$ cat src/rtl/mailbox_quad.sv
module mailbox_quad #(
  parameter int DW   = 16,
  parameter int NBOX = 4,
  localparam int IW  = $clog2(NBOX),
  localparam int AW  = IW + 1
) (
  input  logic          clk,
  input  logic          rst,
  input  logic [AW-1:0] h_addr,
  input  logic          h_wen,
  input  logic          h_ren,
  input  logic [DW-1:0] h_wdata,
  output logic [DW-1:0] h_rdata,
  input  logic [AW-1:0] c_addr,
  input  logic          c_wen,
  input  logic          c_ren,
  input  logic [DW-1:0] c_wdata,
  output logic [DW-1:0] c_rdata,
  output logic [NBOX-1:0] mb_irq,
  output logic [NBOX-1:0] mb_ovf
);

  localparam int HOST_BOXES = NBOX / 2;

  logic [DW-1:0] dat_q [NBOX];
  logic [DW-1:0] cmd_q [NBOX];
  logic [NBOX-1:0] wr_dat, wr_cmd, clr, foreign;
  logic [DW-1:0] wval [NBOX];

  always_comb begin
    for (int i = 0; i < NBOX; i++) begin
      if (i < HOST_BOXES) begin
        wr_cmd[i]  = h_wen && (h_addr[AW-1:1] == IW'(i)) && h_addr[0];
        wr_dat[i]  = h_wen && (h_addr[AW-1:1] == IW'(i)) && !h_addr[0];
        foreign[i] = c_wen && (c_addr[AW-1:1] == IW'(i));
        clr[i]     = c_ren && (c_addr[AW-1:1] == IW'(i)) && c_addr[0];
        wval[i]    = h_wdata;
      end else begin
        wr_cmd[i]  = c_wen && (c_addr[AW-1:1] == IW'(i)) && c_addr[0];
        wr_dat[i]  = c_wen && (c_addr[AW-1:1] == IW'(i)) && !c_addr[0];
        foreign[i] = h_wen && (h_addr[AW-1:1] == IW'(i));
        clr[i]     = h_ren && (h_addr[AW-1:1] == IW'(i)) && h_addr[0];
        wval[i]    = c_wdata;
      end
    end
  end

  always_ff @(posedge clk) begin
    if (rst) begin
      for (int i = 0; i < NBOX; i++) begin
        dat_q[i] <= '0;
        cmd_q[i] <= '0;
      end
      mb_irq  <= '0;
      mb_ovf  <= '0;
      h_rdata <= '0;
      c_rdata <= '0;
    end else begin
      for (int i = 0; i < NBOX; i++) begin
        if (wr_dat[i]) dat_q[i] <= wval[i];
        if (wr_cmd[i]) cmd_q[i] <= wval[i];
        if (wr_cmd[i])   mb_irq[i] <= 1'b1;
        else if (clr[i]) mb_irq[i] <= 1'b0;
        if (wr_cmd[i] && mb_irq[i] && !clr[i]) mb_ovf[i] <= 1'b1;
      end
      if (h_ren) h_rdata <= h_addr[0] ? cmd_q[h_addr[AW-1:1]] : dat_q[h_addr[AW-1:1]];
      if (c_ren) c_rdata <= c_addr[0] ? cmd_q[c_addr[AW-1:1]] : dat_q[c_addr[AW-1:1]];
    end
  end

  a_r9_reset_clears: assert property (@(posedge clk)
    rst |=> (mb_irq == '0 && mb_ovf == '0 && h_rdata == '0 && c_rdata == '0));

  for (genvar g = 0; g < NBOX; g++) begin : g_chk
    a_r5_cmd_sets_irq: assert property (@(posedge clk) disable iff (rst)
      wr_cmd[g] |=> mb_irq[g]);
    a_r5_data_keeps_irq_low: assert property (@(posedge clk) disable iff (rst)
      (wr_dat[g] && !mb_irq[g]) |=> !mb_irq[g]);
    a_r6_read_clears: assert property (@(posedge clk) disable iff (rst)
      (clr[g] && !wr_cmd[g]) |=> !mb_irq[g]);
    a_r7_ovf_sticky: assert property (@(posedge clk) disable iff (rst)
      mb_ovf[g] |=> mb_ovf[g]);
    a_r7_rewrite_flags: assert property (@(posedge clk) disable iff (rst)
      (wr_cmd[g] && mb_irq[g] && !clr[g]) |=> mb_ovf[g]);
    a_r4_foreign_ignored: assert property (@(posedge clk) disable iff (rst)
      (foreign[g] && !wr_cmd[g] && !wr_dat[g]) |=> ($stable(cmd_q[g]) && $stable(dat_q[g])));
    a_r8_set_beats_clear: assert property (@(posedge clk) disable iff (rst)
      (wr_cmd[g] && clr[g]) |=> (mb_irq[g] && mb_ovf[g] == $past(mb_ovf[g])));
  end

endmodule

$ cat config.mk
export PLATFORM = sky130hd
export DESIGN_NAME = mailbox_quad
export DESIGN_NICKNAME = d
export VERILOG_FILES = /design/src/rtl/mailbox_quad.sv
export SDC_FILE = /design/constraint.sdc
export NUM_CORES = 1
export LEC_CHECK = 0
export ABC_CLOCK_PERIOD_IN_PS = 1700
export BUFFER_PORTS_ARGS = -buffer_cell sky130_fd_sc_hd__buf_4
export CAP_MARGIN = 20
export CELL_PAD_IN_SITES_DETAIL_PLACEMENT = 1
export CELL_PAD_IN_SITES_GLOBAL_PLACEMENT = 2
export CORE_MARGIN = 2
export CORE_UTILIZATION = 37
export DETAILED_ROUTE_END_ITERATION = 6
export MAX_ROUTING_LAYER = met4
export PLACE_DENSITY_LB_ADDON = 0.12
export SLEW_MARGIN = 20
export SYNTH_ARGS = -nofsm -noshare
export SYNTH_HDL_FRONTEND = slang
export SYNTH_SLANG_ARGS = --single-unit
export TNS_END_PERCENT = 50
$ cat constraint.sdc
create_clock -name clk -period 1.7 [get_ports clk]
set_input_delay 0.085 -clock clk [delete_from_list [all_inputs] [get_ports clk]]
set_output_delay 0.085 -clock clk [all_outputs]
set_load 0.02 [all_outputs]
==> results.yml <==
synthesis:
  netlist.area_leader.share_pct: 46.02
  synthTopCellsByArea: "edfxtp_1 46%, and2_1 9.6%, dfxtp_1 9.6%"
  synth_fp_nets: 701
  synth_edf_count: 128
  async_reset_ff_share_pct: 0
  syn_area_um2: 8352
  ys_ff_latch: 168
  synthesis.instances: 657
  synth-main-ff-cell: "edfxtp_1"
  synth-seq-area-share_pct: 55.61
  syn_area_per_cell_um2: 12.71
  yosysWarningCount: 0
  yosysUniqueCellTypes: 30
  yosysTopAreaCell: "edfxtp_1"
sta:
  max_slew.worst_pin.slew_ns: 0.7462
  fin_ws_ns: 0.2908
  period_needed_ns: 1.409
  finClkSkew_ns: 0.01098
  slew_headroom_pct: 50.20
  slew_viol_final: 0
  hold_viol: 0
  fin_crit_sh_pct: 82.89
  fmax_mhz: 709.6
  rsz0062_at_grt: "false"
  setup-violations-final: 0
placement:
  dp_cells: 1019
  io_buffers: 83
  place.gp.congestion: 0.7907
  preCtsSetupSlack_ns: 0.1626
  dp_hpwl_mm: 18.29
global_route:
  grt_util_met3_pct: 2.690
  grt_first_pass_wirelength_mm: 40.27
  overflow: 0
  grt_pass1_vias: 6287
  use_met1_pct: 31.64
  top_usage_layer: "met2"
  met2_usage_pct: 39.95
  grt_max_degree: 37
  grt_use_total_pct: 23.99
  antenna_found_initial: 0
critical_path:
  crit_required_ns: 2.00
  critical_path_class: "reg -> reg"
  arrival_ns: 1.71
  worstPathMaxFanout: 2
  crit_path_end_kind: "flop"
  crit_path_top_delay_cell: "edfxtp_1"
  cp-start-kind: "flop"
  crit_chain: "mux2_2, o22ai_1, a221o_1, a211oi_2"
  cpPeakStageDelay_ns: 0.42
pwr:
  clkPwrFrac_pct: 39.8
  total_power_uw: 10540
  p_leak_uw: 0.004103
  comb_power_share_pct: 14.0
  power_switching_uw: 2735
  switching_share_pct: 25.95
  max-vdd-ir-drop_mv: 0.6358
  cellPowerDensity_nw_per_um2: 1002
  intPower_uw: 7803
  seqPwrFrac_pct: 46.2
route:
  viasPerCell: 5.466
  vias: 5925
  drtPass1Iterations: 5
  drc: 0
  routedWlPerCell_um: 25.28
  first_iter_violations: 395
  ant_nets: 0
  wl_mm: 27.40
floorplanning:
  start_util_pct: 38.03
  fp.dieW_um: 154.2
  dieArea_um2: 23790
  dieHeight_um: 154.2
  io_pins: 84
  core_um2: 21960
  num_rows: 54
layout:
  drive_gt1_share_pct: 30.47
  syn_to_final_growth_pct: 25.90
  final_nets: 835
  antenna-diode-count: 0
  fin_cells: 1084
  layout_common_cells: "128 x and2_1, 128 x edfxtp_1, 119 x buf_4"
clock_tree:
  cts_tree: "done"
  cts.sinks: 168
  clkLatencyLatePin_ns: 0.43
  numCtsBuffers: 17
  clk_pin_slew_ns: 0.07
  cts_hold_buf: 33
  cts_buffer_depth: 2
  ctsHtreeMaxLevel: 4
  post_cts_buffers: 0
  clock-root-buffer: "clkbuf_16"
  postCtsResizedCells: 0
hold_path:
  hp-class: "in -> reg"
outcome:
  status: "finished, final reports clean"
flow_run:
  cap_violations: 0
[power by group through the flow]
stage | registers (uW) | clock network [uW] | logic (uW)
floorplan | 4970 | 0 | 742
detailed placement | 4950 | 0 | 1410
CTS | 4870 | 4250 | 1480
global route | 4900 | 4410 | 1570
global placement | 4930 | 0 | 1390
finish | 4870 | 4190 | 1480
[state kept, by name, summed over array words and instances, names as in the netlist]
register,count
c_rdata,16
cmd_q,64
dat_q,64
h_rdata,16
mb_irq,4
mb_ovf,4
[per-layer routing]
layer | part of all wire (%) | wire [um]
met1 | 45 | 12240
met2 | 49 | 13450
met3 | 4.8 | 1311
met4 | 1.4 | 396
met5 | 0 | 0
[cells in the mapped netlist (2+ instances only)]
library cell and number:
o22ai_1 23, a221o_1 23, nor2b_1 5, a21o_1 2, edfxtp_1 128, and2_1 128
nor3_1 4, o221ai_1 9, buf_6 6, a21oi_1 4, o21ba_2 4, nor2_1 41
nand2_1 6, clkbuf_1 27, dfxtp_1 40, buf_4 4, mux2_2 64, buf_2 9
a211oi_2 11, o21ai_0 4, nand2b_1 12, a22oi_1 9, o21bai_1 2, buf_8 3
a211oi_1 21, mux2i_1 64
[area by class of cell]
cell class | instances | area (um2)
Clock buffer | 20 | 489.2
Clock inverter | 12 | 146.4
Fill cell | 2300 | 11440
Multi-Input combinational cell | 440 | 3421
Sequential cell | 168 | 4644
Tap cell | 280 | 350.3
Timing Repair Buffer | 164 | 1464
[cell families (layout without fill, tap and decap cells)]
logic type	after synthesis	count (layout)	synth area share (%)
AO/OA/AOI/OAI	112	112	11.09
flip-flops	168	168	55.61
buffers and inverters	49	196	3.461
AND/OR/NAND/NOR	200	200	13.54
multiplexers	128	128	16.30
[stage by stage]
stage	TNS, ns	hold WS, ns	util, %	cell area, um2
global placement	-1.832	0.3813	43.48	9547
floorplan	0	0.2832	-	8352
detailed placement	0	0.3905	43.49	9549
CTS	0	0.08953	47.89	10520
finish	0	0.09683	47.89	10520
global route	0	0.1035	47.89	10520
[critical path: cells and delay by family (launching register included)]
family,cells,cell delay [ns]
AO/OA/AOI/OAI,3,0.57
flip-flops,1,0.42
multiplexers,1,0.28
[worst paths after layout]
check,depth (start not counted),slack [ns],to,from
hold / removal,3,0.1,mb_irq[1]$_SDFFE_PP0P_,h_addr[0]
setup / recovery,4,0.29,h_rdata[3]$_SDFFE_PP0P_,dat_q[3][3]$_SDFFCE_PN0P_
hold reg to reg,2,0.49,c_rdata[11]$_SDFFE_PP0P_,c_rdata[11]$_SDFFE_PP0P_
setup reg to reg,4,0.29,h_rdata[3]$_SDFFE_PP0P_,dat_q[3][3]$_SDFFCE_PN0P_
Power figures use the tool's default switching activity.
